===== src/rtl/cfg_router_pkg.sv =====
package cfg_router_pkg;
  parameter int unsigned BUS_W = 8;
  parameter int unsigned DEV_W = 5;
  parameter int unsigned FN_W  = 3;
  parameter int unsigned REG_W = 6;
  localparam int unsigned ROUTE_N = 5;
  localparam logic [31:0] ADDR_KEEP = 32'h80FF_FFFC;

  typedef enum logic [2:0] {
    RT_CLAIM   = 3'd0,
    RT_PORT_T0 = 3'd1,
    RT_PORT_T1 = 3'd2,
    RT_LINK_T0 = 3'd3,
    RT_LINK_T1 = 3'd4
  } route_e;

  typedef struct packed {
    logic [BUS_W-1:0] bus;
    logic [DEV_W-1:0] dev;
    logic [FN_W-1:0]  fn;
    logic [REG_W-1:0] regn;
    logic             wr;
  } cfg_req_t;
endpackage


===== src/rtl/cfg_addr_reg.sv =====
module cfg_addr_reg
  import cfg_router_pkg::*;
(
  input  logic        clk_i,
  input  logic        rst_ni,
  input  logic        io_valid_i,
  input  logic        io_write_i,
  input  logic        io_sel_data_i,
  input  logic        io_dword_i,
  input  logic [31:0] io_wdata_i,
  input  logic        mem_valid_i,
  output logic        ind_valid_o,
  output cfg_req_t    ind_req_o,
  output logic        io_rvalid_o,
  output logic [31:0] io_rdata_o
);
  logic [31:0] addr_q;
  logic        addr_wr, data_acc, rd_addr, rd_dis;

  assign addr_wr  = io_valid_i && io_write_i && !io_sel_data_i && io_dword_i;
  assign data_acc = io_valid_i && io_sel_data_i;
  assign rd_addr  = io_valid_i && !io_write_i && !io_sel_data_i;
  assign rd_dis   = data_acc && !io_write_i && !addr_q[31];

  // aperture wins a same-cycle collision
  assign ind_valid_o    = data_acc && addr_q[31] && !mem_valid_i;
  assign ind_req_o.bus  = addr_q[23:16];
  assign ind_req_o.dev  = addr_q[15:11];
  assign ind_req_o.fn   = addr_q[10:8];
  assign ind_req_o.regn = addr_q[7:2];
  assign ind_req_o.wr   = io_write_i;

  always_ff @(posedge clk_i or negedge rst_ni) begin
    if (!rst_ni) begin
      addr_q      <= '0;
      io_rvalid_o <= 1'b0;
      io_rdata_o  <= '0;
    end else begin
      if (addr_wr) addr_q <= io_wdata_i & ADDR_KEEP;
      io_rvalid_o <= rd_addr || rd_dis;
      io_rdata_o  <= rd_addr ? addr_q : (rd_dis ? '1 : '0);
    end
  end

  AST_DIS_READ_ONES: assert property (@(posedge clk_i) disable iff (!rst_ni)
    io_valid_i && io_sel_data_i && !io_write_i && !addr_q[31] |=> io_rvalid_o && io_rdata_o == '1);
  AST_ADDR_LOW_ZERO: assert property (@(posedge clk_i) disable iff (!rst_ni)
    io_valid_i && !io_write_i && !io_sel_data_i |=> io_rvalid_o && io_rdata_o[1:0] == 2'b00 && io_rdata_o[30:24] == '0);
  AST_IDLE_RDATA: assert property (@(posedge clk_i) disable iff (!rst_ni)
    !io_rvalid_o |-> io_rdata_o == '0);
endmodule


===== src/rtl/cfg_port_match.sv =====
module cfg_port_match
  import cfg_router_pkg::*;
#(
  parameter int unsigned NUM_PORTS = 3
) (
  input  logic [BUS_W-1:0]           bus_i,
  input  logic [NUM_PORTS*BUS_W-1:0] sec_i,
  input  logic [NUM_PORTS*BUS_W-1:0] sub_i,
  output logic [NUM_PORTS-1:0]       eq_o,
  output logic [NUM_PORTS-1:0]       rng_o
);
  for (genvar p = 0; p < NUM_PORTS; p++) begin : g_port
    logic [BUS_W-1:0] sec, sub;
    assign sec      = sec_i[p*BUS_W +: BUS_W];
    assign sub      = sub_i[p*BUS_W +: BUS_W];
    assign eq_o[p]  = bus_i == sec;
    assign rng_o[p] = (bus_i > sec) && (bus_i <= sub);
  end
endmodule


===== src/rtl/cfg_route_dec.sv =====
module cfg_route_dec
  import cfg_router_pkg::*;
#(
  parameter int unsigned NUM_PORTS   = 3,
  parameter int unsigned NUM_INT_DEV = 5,
  parameter int unsigned PORT_IW     = 2
) (
  input  logic [BUS_W-1:0]       bus_i,
  input  logic [DEV_W-1:0]       dev_i,
  input  logic [FN_W-1:0]        fn_i,
  input  logic                   fn1_en_i,
  input  logic [NUM_INT_DEV-2:0] dev_en_i,
  input  logic [NUM_PORTS-1:0]   eq_i,
  input  logic [NUM_PORTS-1:0]   rng_i,
  output logic [ROUTE_N-1:0]     route_o,
  output logic [PORT_IW-1:0]     port_o
);
  logic               claim, eq_hit, rng_hit;
  logic [PORT_IW-1:0] eq_idx, rng_idx;

  always_comb begin
    claim = 1'b0;
    if (dev_i == '0) claim = (fn_i == '0) || (fn_i == FN_W'(1) && fn1_en_i);
    for (int d = 1; d < NUM_INT_DEV; d++)
      if (dev_i == DEV_W'(d) && fn_i == '0 && dev_en_i[d-1]) claim = 1'b1;
  end

  // descending scan: lowest index is assigned last and wins
  always_comb begin
    eq_hit = 1'b0; rng_hit = 1'b0; eq_idx = '0; rng_idx = '0;
    for (int p = NUM_PORTS - 1; p >= 0; p--) begin
      if (eq_i[p])  begin eq_hit  = 1'b1; eq_idx  = PORT_IW'(p); end
      if (rng_i[p]) begin rng_hit = 1'b1; rng_idx = PORT_IW'(p); end
    end
  end

  always_comb begin
    route_o = '0;
    port_o  = '0;
    if (bus_i == '0) begin
      if (claim) route_o[RT_CLAIM]   = 1'b1;
      else       route_o[RT_LINK_T0] = 1'b1;
    end else if (eq_hit) begin
      route_o[RT_PORT_T0] = 1'b1;
      port_o              = eq_idx;
    end else if (rng_hit) begin
      route_o[RT_PORT_T1] = 1'b1;
      port_o              = rng_idx;
    end else begin
      route_o[RT_LINK_T1] = 1'b1;
    end
  end
endmodule


===== src/rtl/cfg_router.sv =====
module cfg_router
  import cfg_router_pkg::*;
#(
  parameter int unsigned NUM_PORTS   = 3,
  parameter int unsigned NUM_INT_DEV = 5,
  localparam int unsigned PORT_IW    = (NUM_PORTS > 1) ? $clog2(NUM_PORTS) : 1
) (
  input  logic                       clk_i,
  input  logic                       rst_ni,
  input  logic                       io_valid_i,
  input  logic                       io_write_i,
  input  logic                       io_sel_data_i,
  input  logic                       io_dword_i,
  input  logic [31:0]                io_wdata_i,
  output logic                       io_rvalid_o,
  output logic [31:0]                io_rdata_o,
  input  logic                       mem_valid_i,
  input  logic                       mem_write_i,
  input  logic [BUS_W-1:0]           mem_bus_i,
  input  logic [DEV_W-1:0]           mem_dev_i,
  input  logic [FN_W-1:0]            mem_fn_i,
  input  logic [REG_W-1:0]           mem_reg_i,
  input  logic                       fn1_en_i,
  input  logic [NUM_INT_DEV-2:0]     dev_en_i,
  input  logic [NUM_PORTS*BUS_W-1:0] port_sec_i,
  input  logic [NUM_PORTS*BUS_W-1:0] port_sub_i,
  output logic                       route_valid_o,
  output logic [ROUTE_N-1:0]         route_onehot_o,
  output logic [PORT_IW-1:0]         route_port_o,
  output logic                       route_type1_o,
  output logic [BUS_W-1:0]           route_bus_o,
  output logic [DEV_W-1:0]           route_dev_o,
  output logic [FN_W-1:0]            route_fn_o,
  output logic [REG_W-1:0]           route_reg_o,
  output logic                       route_write_o
);
  cfg_req_t               ind_req, mem_req, req;
  logic                   ind_valid, req_v;
  logic [NUM_PORTS-1:0]   eq_vec, rng_vec;
  logic [ROUTE_N-1:0]     dec_route;
  logic [PORT_IW-1:0]     dec_port;

  cfg_addr_reg u_addr (
    .clk_i, .rst_ni, .io_valid_i, .io_write_i, .io_sel_data_i, .io_dword_i,
    .io_wdata_i, .mem_valid_i,
    .ind_valid_o (ind_valid),
    .ind_req_o   (ind_req),
    .io_rvalid_o, .io_rdata_o
  );

  assign mem_req = '{bus: mem_bus_i, dev: mem_dev_i, fn: mem_fn_i,
                     regn: mem_reg_i, wr: mem_write_i};
  assign req_v   = mem_valid_i || ind_valid;
  assign req     = mem_valid_i ? mem_req : ind_req;

  cfg_port_match #(.NUM_PORTS(NUM_PORTS)) u_match (
    .bus_i (req.bus), .sec_i (port_sec_i), .sub_i (port_sub_i),
    .eq_o  (eq_vec),  .rng_o (rng_vec)
  );

  cfg_route_dec #(.NUM_PORTS(NUM_PORTS), .NUM_INT_DEV(NUM_INT_DEV), .PORT_IW(PORT_IW)) u_dec (
    .bus_i (req.bus), .dev_i (req.dev), .fn_i (req.fn),
    .fn1_en_i, .dev_en_i,
    .eq_i (eq_vec), .rng_i (rng_vec),
    .route_o (dec_route), .port_o (dec_port)
  );

  always_ff @(posedge clk_i or negedge rst_ni) begin
    if (!rst_ni) begin
      route_valid_o  <= 1'b0;
      route_onehot_o <= '0;
      route_port_o   <= '0;
      route_type1_o  <= 1'b0;
      route_bus_o    <= '0;
      route_dev_o    <= '0;
      route_fn_o     <= '0;
      route_reg_o    <= '0;
      route_write_o  <= 1'b0;
    end else begin
      route_valid_o  <= req_v;
      route_onehot_o <= req_v ? dec_route : '0;
      route_port_o   <= req_v ? dec_port : '0;
      route_type1_o  <= req_v && (dec_route[RT_PORT_T1] || dec_route[RT_LINK_T1]);
      if (req_v) begin
        route_bus_o   <= req.bus;
        route_dev_o   <= req.dev;
        route_fn_o    <= req.fn;
        route_reg_o   <= req.regn;
        route_write_o <= req.wr;
      end
    end
  end

  AST_ONE_DEST: assert property (@(posedge clk_i) disable iff (!rst_ni)
    route_valid_o |-> $countones(route_onehot_o) == 1);
  AST_IDLE_QUIET: assert property (@(posedge clk_i) disable iff (!rst_ni)
    !route_valid_o |-> route_onehot_o == '0 && route_port_o == '0 && !route_type1_o);
  AST_MEM_ROUTED: assert property (@(posedge clk_i) disable iff (!rst_ni)
    mem_valid_i |=> route_valid_o && route_bus_o == $past(mem_bus_i));
  AST_BUS0_LOCAL: assert property (@(posedge clk_i) disable iff (!rst_ni)
    req_v && req.bus == '0 |=> (route_onehot_o[RT_CLAIM] || route_onehot_o[RT_LINK_T0]) && !route_type1_o);
  AST_PORT_IN_RANGE: assert property (@(posedge clk_i) disable iff (!rst_ni)
    route_valid_o |-> int'(route_port_o) < NUM_PORTS);
endmodule


===== config.mk =====
export PLATFORM = sky130hd
export DESIGN_NAME = cfg_router
export DESIGN_NICKNAME = d
export VERILOG_FILES = /design/src/rtl/cfg_router_pkg.sv /design/src/rtl/cfg_addr_reg.sv /design/src/rtl/cfg_port_match.sv /design/src/rtl/cfg_route_dec.sv /design/src/rtl/cfg_router.sv
export SDC_FILE = /design/constraint.sdc
export NUM_CORES = 1
export LEC_CHECK = 0
export ABC_AREA = 1
export CORE_MARGIN = 4
export CORE_UTILIZATION = 25
export CTS_CLUSTER_DIAMETER = 50
export DETAILED_ROUTE_END_ITERATION = 10
export DONT_BUFFER_PORTS = 1
export GPL_ROUTABILITY_DRIVEN = 0
export HOLD_SLACK_MARGIN = 0.12
export PLACE_DENSITY = 0.39
export SLEW_MARGIN = 20
export SYNTH_ARGS = -nofsm -noshare
export SYNTH_HDL_FRONTEND = slang
export SYNTH_SLANG_ARGS = --single-unit

===== constraint.sdc =====
create_clock -name clk_i -period 5.5 [get_ports clk_i]
set_clock_uncertainty 0.2 [all_clocks]
set_input_delay 0.55 -clock clk_i [delete_from_list [all_inputs] [get_ports clk_i]]
set_output_delay 0.55 -clock clk_i [all_outputs]
set_load 0.05 [all_outputs]

==> flow_summary_export.csv, run 1 <==
group,metric,value,unit
synthesis,netlist_instances,573,
global_route,met3_usage_grt,5.09,%
pwr,p_sw_share,39.3,%
setup_path,timing_worst_setup_path_type,"reg2reg",
global_route,wire_length_of_the_first_global_routing_pass,20500,um
min_path,hp-class,"in2reg",
placement,hpwlAfterDp,10400,um
synthesis,synth_area_leader,"dfrtp_1",
global_route,grt_antenna_before_repair,0,
pwr,leakage_power_of_the_design,2.77,nW
placement,placed_area,4760,um^2
setup_path,crit_arrival,2.80,ns
die,floorplan.initialDensity,25.6,%
layout,finalNonFillerCells,797,
setup_path,timing.critical_path.required,5.53,ns
routing,first_iter_violations,141,
routing,drc_errors,0,
sta,slew_headroom,36.2,%
synthesis,yosysTopAreaCellShare,43.5,%
global_route,busiest_metal_layer_after_global_routing,"met2",
sta,hold_vio_cnt_final,0,
routing,tritonroute_pass_1_iters,4,
pwr,peakVddDrop,0.000136,V
die,vertical_die_dimension,144,um
layout,post_route_cells_drive_above_1_share,7.04,%
setup_path,endpoint_kind,"register",
placement,port-buffer-count,0,
clock_tree,h_tree_levels,3,
clock_tree,clk_pin_slew,0.07,ns
layout,final_nets,726,
setup_path,worstPathMaxFanout,6,
die,rows,49,
global_route,routing_usage_on_met1,16.0,%
setup_path,start_kind,"register",
pwr,cellInternalPower,1.09,mW
pwr,combinational_group_share_of_total_power,18.2,%
sta,finalCriticalPeriod,2.77,ns
global_route,gr-usage-met2,21.3,%
global_route,first_global_vias,3594,
pwr,total_power,1.80,mW
clock_tree,cts.root.buffer_cell,"clkbuf_16",
sta,setup_viol,0,
synthesis,yosysSeqAreaShare,43.5,%
die,io_pins,180,
job,max_cap_viol_count,0,
global_route,gr-total-overflow,0,
sta,timing_max_transition_violations_final,0,
sta,setup_total_negative_slack,0,ns
routing,wire_per_inst,16.9,um
die,dieArea,20700,um^2
synthesis,synthesis.nets,736,
sta,worstMarginPinSlew,0.951,ns
clock_tree,cts.hold.buffers_added,2,
routing,wirelength,13400,um
synthesis,ranking_of_synthesized_cells_by_area,"dfrtp_1 43%, ha_1 13%, nand2_1 10%",
pwr,power.density,354,nW/um^2
clock_tree,cts_tree,"done",
placement,place.detailed.instances,779,
layout,post-route-util,28.2,%
synthesis,syn-cell-area,4610,um^2
sta,post-route-period-util,50.3,%
sta,fmax,0.361,GHz
layout,insertedDiodeCount,0,
status,run_status,"completed",
pwr,clock_power_share,32.4,%
routing,drt-vias-per-instance,4.44,
layout,area_delta_synth_final,10.3,%
clock_tree,cts_repair_resize_count,0,
pwr,power.share.sequential,49.5,%
pwr,p_switching,0.707,mW
global_route,grt_util_all_layers,13.2,%
clock_tree,ctsLongestPathBuffers,2,
routing,route.antenna.remaining_nets,0,
synthesis,ys_types,30,
synthesis,count_of_synthesis_stage_warnings_from_yosys,0,
die,core-area,18000,um^2
synthesis,synth.ff_latch_count,80,
clock_tree,tritoncts_num_sinks,80,
clock_tree,number_of_setup_buffers_added_after_cts,0,
global_route,grt_start_max_net_pins,81,
clock_tree,clkLatencyLatePin,0.35,ns
synthesis,synthesized_area_per_cell,8.04,um^2
die,die_x,144,um
layout,post-route-cell-area,5080,um^2
clock_tree,cts-buffers-inserted,9,
routing,detailroute.via_count,3542,
sta,grt_setup_unrepaired,"false",
## cell usage after synthesis
| cell type | n |
|---|---|
| o21ai_2 | 4 |
| buf_1 | 2 |
| nor2_2 | 2 |
| clkbuf_1 | 10 |
| buf_2 | 1 |
| clkinv_1 | 1 |
| nor3_2 | 3 |
| o21ai_0 | 32 |
| inv_2 | 2 |
| a21boi_0 | 1 |
| a31oi_1 | 7 |
| nand3_2 | 1 |
| o21a_1 | 4 |
| o21bai_1 | 1 |
| or2_1 | 1 |
| inv_1 | 104 |
| buf_4 | 8 |
| a21o_1 | 3 |
| ha_1 | 48 |
| nand2_4 | 1 |
| a21oi_1 | 40 |
| nand3_1 | 5 |
| o21ai_1 | 11 |
| nand2_2 | 4 |
| dfrtp_1 | 80 |
| nor2_1 | 56 |
| nand2_1 | 127 |
| buf_6 | 4 |
| nand4_1 | 7 |
| mux2_2 | 3 |
## logic make-up after synthesis
group	count (synthesis)	share of synthesized area, %
compound gates	103	12.2
fa+ha+maj	48	13.0
buf+inv	132	12.1
flops	80	43.5
mux	3	0.733
simple gates	207	18.5
## worst max-delay path, stage by stage, from the launching register on
cell and delay, ns:
dfrtp_1 0.40, o21ai_1 0.41, inv_1 0.27, ha_1 0.36, nand2_1 0.05, nor2_1 0.20
nand4_1 0.18, inv_1 0.13, a21oi_1 0.05, nand2_1 0.10, inv_1 0.04, a21boi_0 0.22
nor2_2 0.04
## cell usage in the layout (no fill, tap or decap)
cell type	synthesis	layout
buf_16	0	1
a21boi_0	1	1
o21bai_1	1	1
inv_1	104	104
ha_1	48	48
a31oi_1	7	7
or2_1	1	1
dfrtp_1	80	79
o21a_1	4	4
dfrtp_4	0	1
mux2_2	3	3
o21ai_0	32	32
clkinv_4	0	1
buf_4	8	2
clkinvlp_4	0	1
nand3_1	5	4
inv_6	0	4
o21ai_1	11	11
inv_2	2	2
a21oi_1	40	40
dlygate4sd3_1	0	1
clkinv_1	1	1
nand4_1	7	7
nor3_2	3	3
nor2_1	56	56
a21o_1	3	3
nand2_1	127	127
nand2_4	1	1
o21ai_2	4	4
nor2_2	2	2
clkbuf_1	10	1
nand2_2	4	4
nand3_2	1	2
clkbuf_16	0	9
## flip-flops by register name, indices dropped and copies added (netlist names)
signal / cells
u_addr.io_rdata_o: 24
u_addr.io_rvalid_o: 1
route_dev_o: 5
route_valid_o: 1
route_fn_o: 3
route_write_o: 1
route_reg_o: 6
route_type1_o: 1
route_bus_o: 8
route_onehot_o: 5
route_port_o: 2
u_addr.addr_q: 23
## final timing paths
check | startpoint | end | slack, ns | cells after the start
worst min-delay path | io_wdata_i[31] | u_addr.addr_q[31]$_DFFE_PN0P_ | 0.15 | 1
worst max-delay path | u_addr.addr_q[21]$_DFFE_PN0P_ | route_port_o[0]$_DFF_PN0_ | 2.73 | 12
worst min register to register | u_addr.addr_q[18]$_DFFE_PN0P_ | u_addr.addr_q[18]$_DFFE_PN0P_ | 0.33 | 2
max in group asynchronous | rst_ni | u_addr.io_rdata_o[30]$_DFF_PN0_ | 4.17 | 2
min in group asynchronous | rst_ni | u_addr.io_rdata_o[17]$_DFF_PN0_ | 0.58 | 2
worst max register to register | u_addr.addr_q[21]$_DFFE_PN0P_ | route_port_o[0]$_DFF_PN0_ | 2.73 | 12
## cell type report
class | instances | area, um^2
clock buffer | 10 | 229
clock inverter | 6 | 51.3
fill | 1984 | 12900
inverter | 107 | 402
multi-input combinational | 361 | 2050
sequential | 80 | 2010
tap | 229 | 287
timing repair buffer | 4 | 52.6
## power groups by stage
stage,clock network (mW),logic (mW),registers [mW]
after global placement,0,0.309,0.906
after global routing,0.633,0.389,0.903
after CTS,0.609,0.337,0.895
after detailed placement,0,0.320,0.907
final,0.583,0.327,0.890
after floorplan,0,0.256,0.880
## metal layers
metal	up-vias	wire, um
li1	1779	-
met1	1634	5700
met2	110	6310
met3	19	1110
met4	0	327
met5	-	0
## stage by stage
stage | setup slack, ns | hold slack (ns)
final | 2.73 | 0.147
after global routing | 2.56 | 0.135
after CTS | 2.72 | 0.126
after detailed placement | 2.60 | 0.0570
after global placement | 2.57 | 0.0572
after floorplan | 3.00 | 0.0544
Power figures use the tool's default switching activity.
==> inputs of run 2 (changes only) <==
Settings changed: ABC_AREA 1 to 0.
Clock period 5.5 ns to 2.6 ns, I/O delays scaled along.
==> run 2 against run 1 <==
Via count unchanged. Register-to-register slack got worse by 2.6 ns. Sequential share of layout area decreased by 6.0 points. Largest cell class unchanged. Flip-flop and latch count unchanged. Critical path depth decreased by 3. Final area increased by 18%. Clock-buffer cell count increased by 4. Fmax increased by 11%. Combinational power increased to 3.2 times the previous value. Core utilization increased by 6.1 points. First-iteration DRC count decreased by 1.4%. Power increased by 150%. Highest routed layer unchanged.
==> flow_summary_export.csv, run 2 <==
group,metric,value,unit
routing,drt-vias-per-instance,4.64,
setup_path,crit_slowest_cell,"dfrtp_1",
sta,timing_max_transition_violations_final,0,
pwr,cellInternalPower,2.87,mW
placement,place.detailed.instances,685,
synthesis,yosysTopAreaCellShare,44.5,%
synthesis,ys_types,45,
sta,worstMarginPinSlew,0.696,ns
pwr,combinational_group_share_of_total_power,23.6,%
pwr,clock_power_share,32.0,%
sta,setup_total_negative_slack,0,ns
sta,worst_slack,0.110,ns
global_route,wire_length_of_the_first_global_routing_pass,21300,um
layout,layout.filler_cells,1792,
synthesis,async_flop_share,100,%
layout,flip_flop_count_of_the_largest_register_after_layout,24,
routing,drc_errors,0,
synthesis,synth_top_flop_cell,"dfrtp_1",
routing,route.antenna.remaining_nets,0,
layout,mostFrequentLayoutCells,"79 x dfrtp_1, 62 x nor2_1, 58 x dlygate4sd3_1",
placement,dpl_worst_slack,-0.0818,ns
setup_path,crit_arrival,2.51,ns
die,floorplan.initialDensity,25.7,%
setup_path,worst_r2r_startpoint,"u_addr.addr_q[21]$_DFFE_PN0P_",
clock_tree,clkLatencyLatePin,0.33,ns
placement,placed_area,4920,um^2
pwr,p_switching,1.55,mW
routing,detailroute.via_count,3542,
synthesis,synth_area_leader,"dfrtp_1",
routing,tritonroute_pass_1_iters,4,
pwr,peakVddDrop,0.000317,V
sta,hold_vio_cnt_final,0,
synthesis,yosysSeqAreaShare,44.5,%
synthesis,ranking_of_synthesized_cells_by_area,"dfrtp_1 45%, ha_1 13%, mux2_1 7.3%",
layout,post-route-util,34.3,%
clock_tree,cts-buffers-inserted,9,
layout,post_route_cells_drive_above_1_share,13.9,%
layout,layout.cells.most_common,"dfrtp_1",
layout,area.sequential,2010,um^2
synthesis,leading_cell_type_by_number_of_instances_after_synthesis,"dfrtp_1",
setup_path,cp_cell_sequence,"mux2_4, ha_1, a21oi_1, nor2_1, a2111oi_2, o221a_2, nor3b_2, buf_4, and2_1",
global_route,gr-total-overflow,0,
synthesis,synth.ff_latch_count,80,
global_route,grt_util_all_layers,13.7,%
min_path,hp-class,"in2reg",
placement,port-buffer-count,0,
sta,slew_headroom,53.5,%
clock_tree,tritoncts_num_sinks,80,
placement,hpwlAfterDp,10300,um
clock_tree,clk_pin_slew,0.06,ns
layout,final_nets,696,
layout,regMostFlops,"u_addr.io_rdata_o",
synthesis,synth-edff-count,0,
die,die_x,142,um
setup_path,rr_worst_depth,9,
clock_tree,ctsLongestPathBuffers,2,
global_route,grt_start_max_net_pins,81,
setup_path,endpoint_kind,"register",
setup_path,cp-endpoint,"route_onehot_o[4]$_DFF_PN0_",
status,run_status,"completed",
layout,post-route-cell-area,6000,um^2
clock_tree,cts_tree,"done",
sta,post-route-period-util,95.8,%
synthesis,count_of_synthesis_stage_warnings_from_yosys,0,
synthesis,synthesis.nets,615,
die,rows,48,
pwr,leakage_power_of_the_design,2.90,nW
die,io_pins,180,
clock_tree,h_tree_levels,3,
pwr,total_power,4.42,mW
sta,whs,0.137,ns
synthesis,netlist_instances,452,
routing,wire_per_inst,18.4,um
synthesis,synth_commonest_cells,"80 x dfrtp_1, 63 x nor2_1, 48 x ha_1",
setup_path,ff2ff_setup_slack,0.11,ns
setup_path,critical_path.max_stage_delay,0.38,ns
global_route,first_global_vias,3876,
layout,insertedDiodeCount,0,
global_route,grt_antenna_before_repair,0,
setup_path,worstPathMaxFanout,7,
setup_path,timing_worst_setup_path_type,"reg2reg",
layout,reg_top3,"u_addr.io_rdata_o: 24 flops, u_addr.addr_q: 23 flops, route_bus_o: 8 flops",
layout,area_delta_synth_final,33.4,%
clock_tree,cts.root.buffer_cell,"clkbuf_16",
sta,setup_viol,0,
pwr,p_sw_share,35.1,%
pwr,power.share.sequential,44.5,%
die,dieArea,20200,um^2
layout,multi_input_comb_area,2310,um^2
die,vertical_die_dimension,142,um
setup_path,r2r_end,"route_onehot_o[4]$_DFF_PN0_",
sta,grt_setup_unrepaired,"true",
synthesis,synthesized_area_per_cell,9.95,um^2
setup_path,timing.critical_path.required,2.62,ns
routing,first_iter_violations,139,
synthesis,syn-cell-area,4500,um^2
job,max_cap_viol_count,0,
sta,fmax,0.402,GHz
sta,finalCriticalPeriod,2.49,ns
layout,finalNonFillerCells,763,
die,core-area,17500,um^2
pwr,power.density,737,nW/um^2
setup_path,start_kind,"register",
setup_path,cp-startpoint,"u_addr.addr_q[21]$_DFFE_PN0P_",
routing,wirelength,14100,um
[run 2: worst max-delay path, delay by kind of cell (launching register included)]
kind,cells,cell delay [ns]
flops,1,0.38
simple gates,3,0.27
buf+inv,1,0.13
fa+ha+maj,1,0.31
compound gates,3,0.76
mux,1,0.33
[run 2: cell type report]
class	count	share of cell area, %
clock inverters	2	1.00
clock buffers	14	4.57
flip-flops and latches	80	33.4
repair buffers	91	14.6
well taps	225	4.69
inverters	49	3.07
multi-input cells	302	38.6
[run 2: worst min-delay path by stage]
stage	cells past startpoint	to	start	slack [ns]
2_1_floorplan	0	route_bus_o[0]$_DFFE_PN0P_	rst_ni	-0.24
3_3_place_gp	0	u_addr.io_rdata_o[6]$_DFF_PN0_	rst_ni	-0.23
3_5_place_dp	0	u_addr.io_rdata_o[5]$_DFF_PN0_	rst_ni	-0.23
5_1_grt	3	route_bus_o[6]$_DFFE_PN0P_	io_valid_i	0.15
4_1_cts	3	route_bus_o[6]$_DFFE_PN0P_	io_valid_i	0.12
6_report	3	route_bus_o[6]$_DFFE_PN0P_	io_valid_i	0.14
[run 2: power by group through the flow]
stage | Combinational, mW | Sequential [mW] | Clock (mW)
2_1_floorplan | 0.591 | 1.95 | 0
3_3_place_gp | 0.819 | 1.99 | 0
3_5_place_dp | 0.855 | 2.00 | 0
4_1_cts | 1.00 | 1.97 | 1.48
5_1_grt | 1.18 | 2.00 | 1.52
6_report | 1.04 | 1.97 | 1.41
[run 2: metal layers]
metal	track usage, %	wire length, um	vias to the layer above	share of wire [%]
met5	0	0	-	0
met4	3.74	210	0	1.5
met3	4.17	907	12	6.4
met2	22.0	6710	96	48
met1	18.0	6240	1719	44
li1	-	-	1715	-
[run 2: timing repair]
item | 4_1_cts | 5_1_grt
endpoints found under the setup margin | 4 | 5
pin swaps | 1 | 11
hold endpoints to repair | 134 | 1
gates resized for setup | 6 | 18
buffers inserted | 0 | 2
hold buffers | 59 | 1
[run 2: cells by family after synthesis]
| family | synth area share [%] |
|---|---|
| AND/OR/NAND/NOR | 13.0 |
| buffers and inverters | 6.71 |
| adder cells (fa/ha/maj) | 13.4 |
| flip-flops | 44.5 |
| AO/OA/AOI/OAI | 11.1 |
| XOR/XNOR | 0.195 |
| multiplexers | 11.1 |
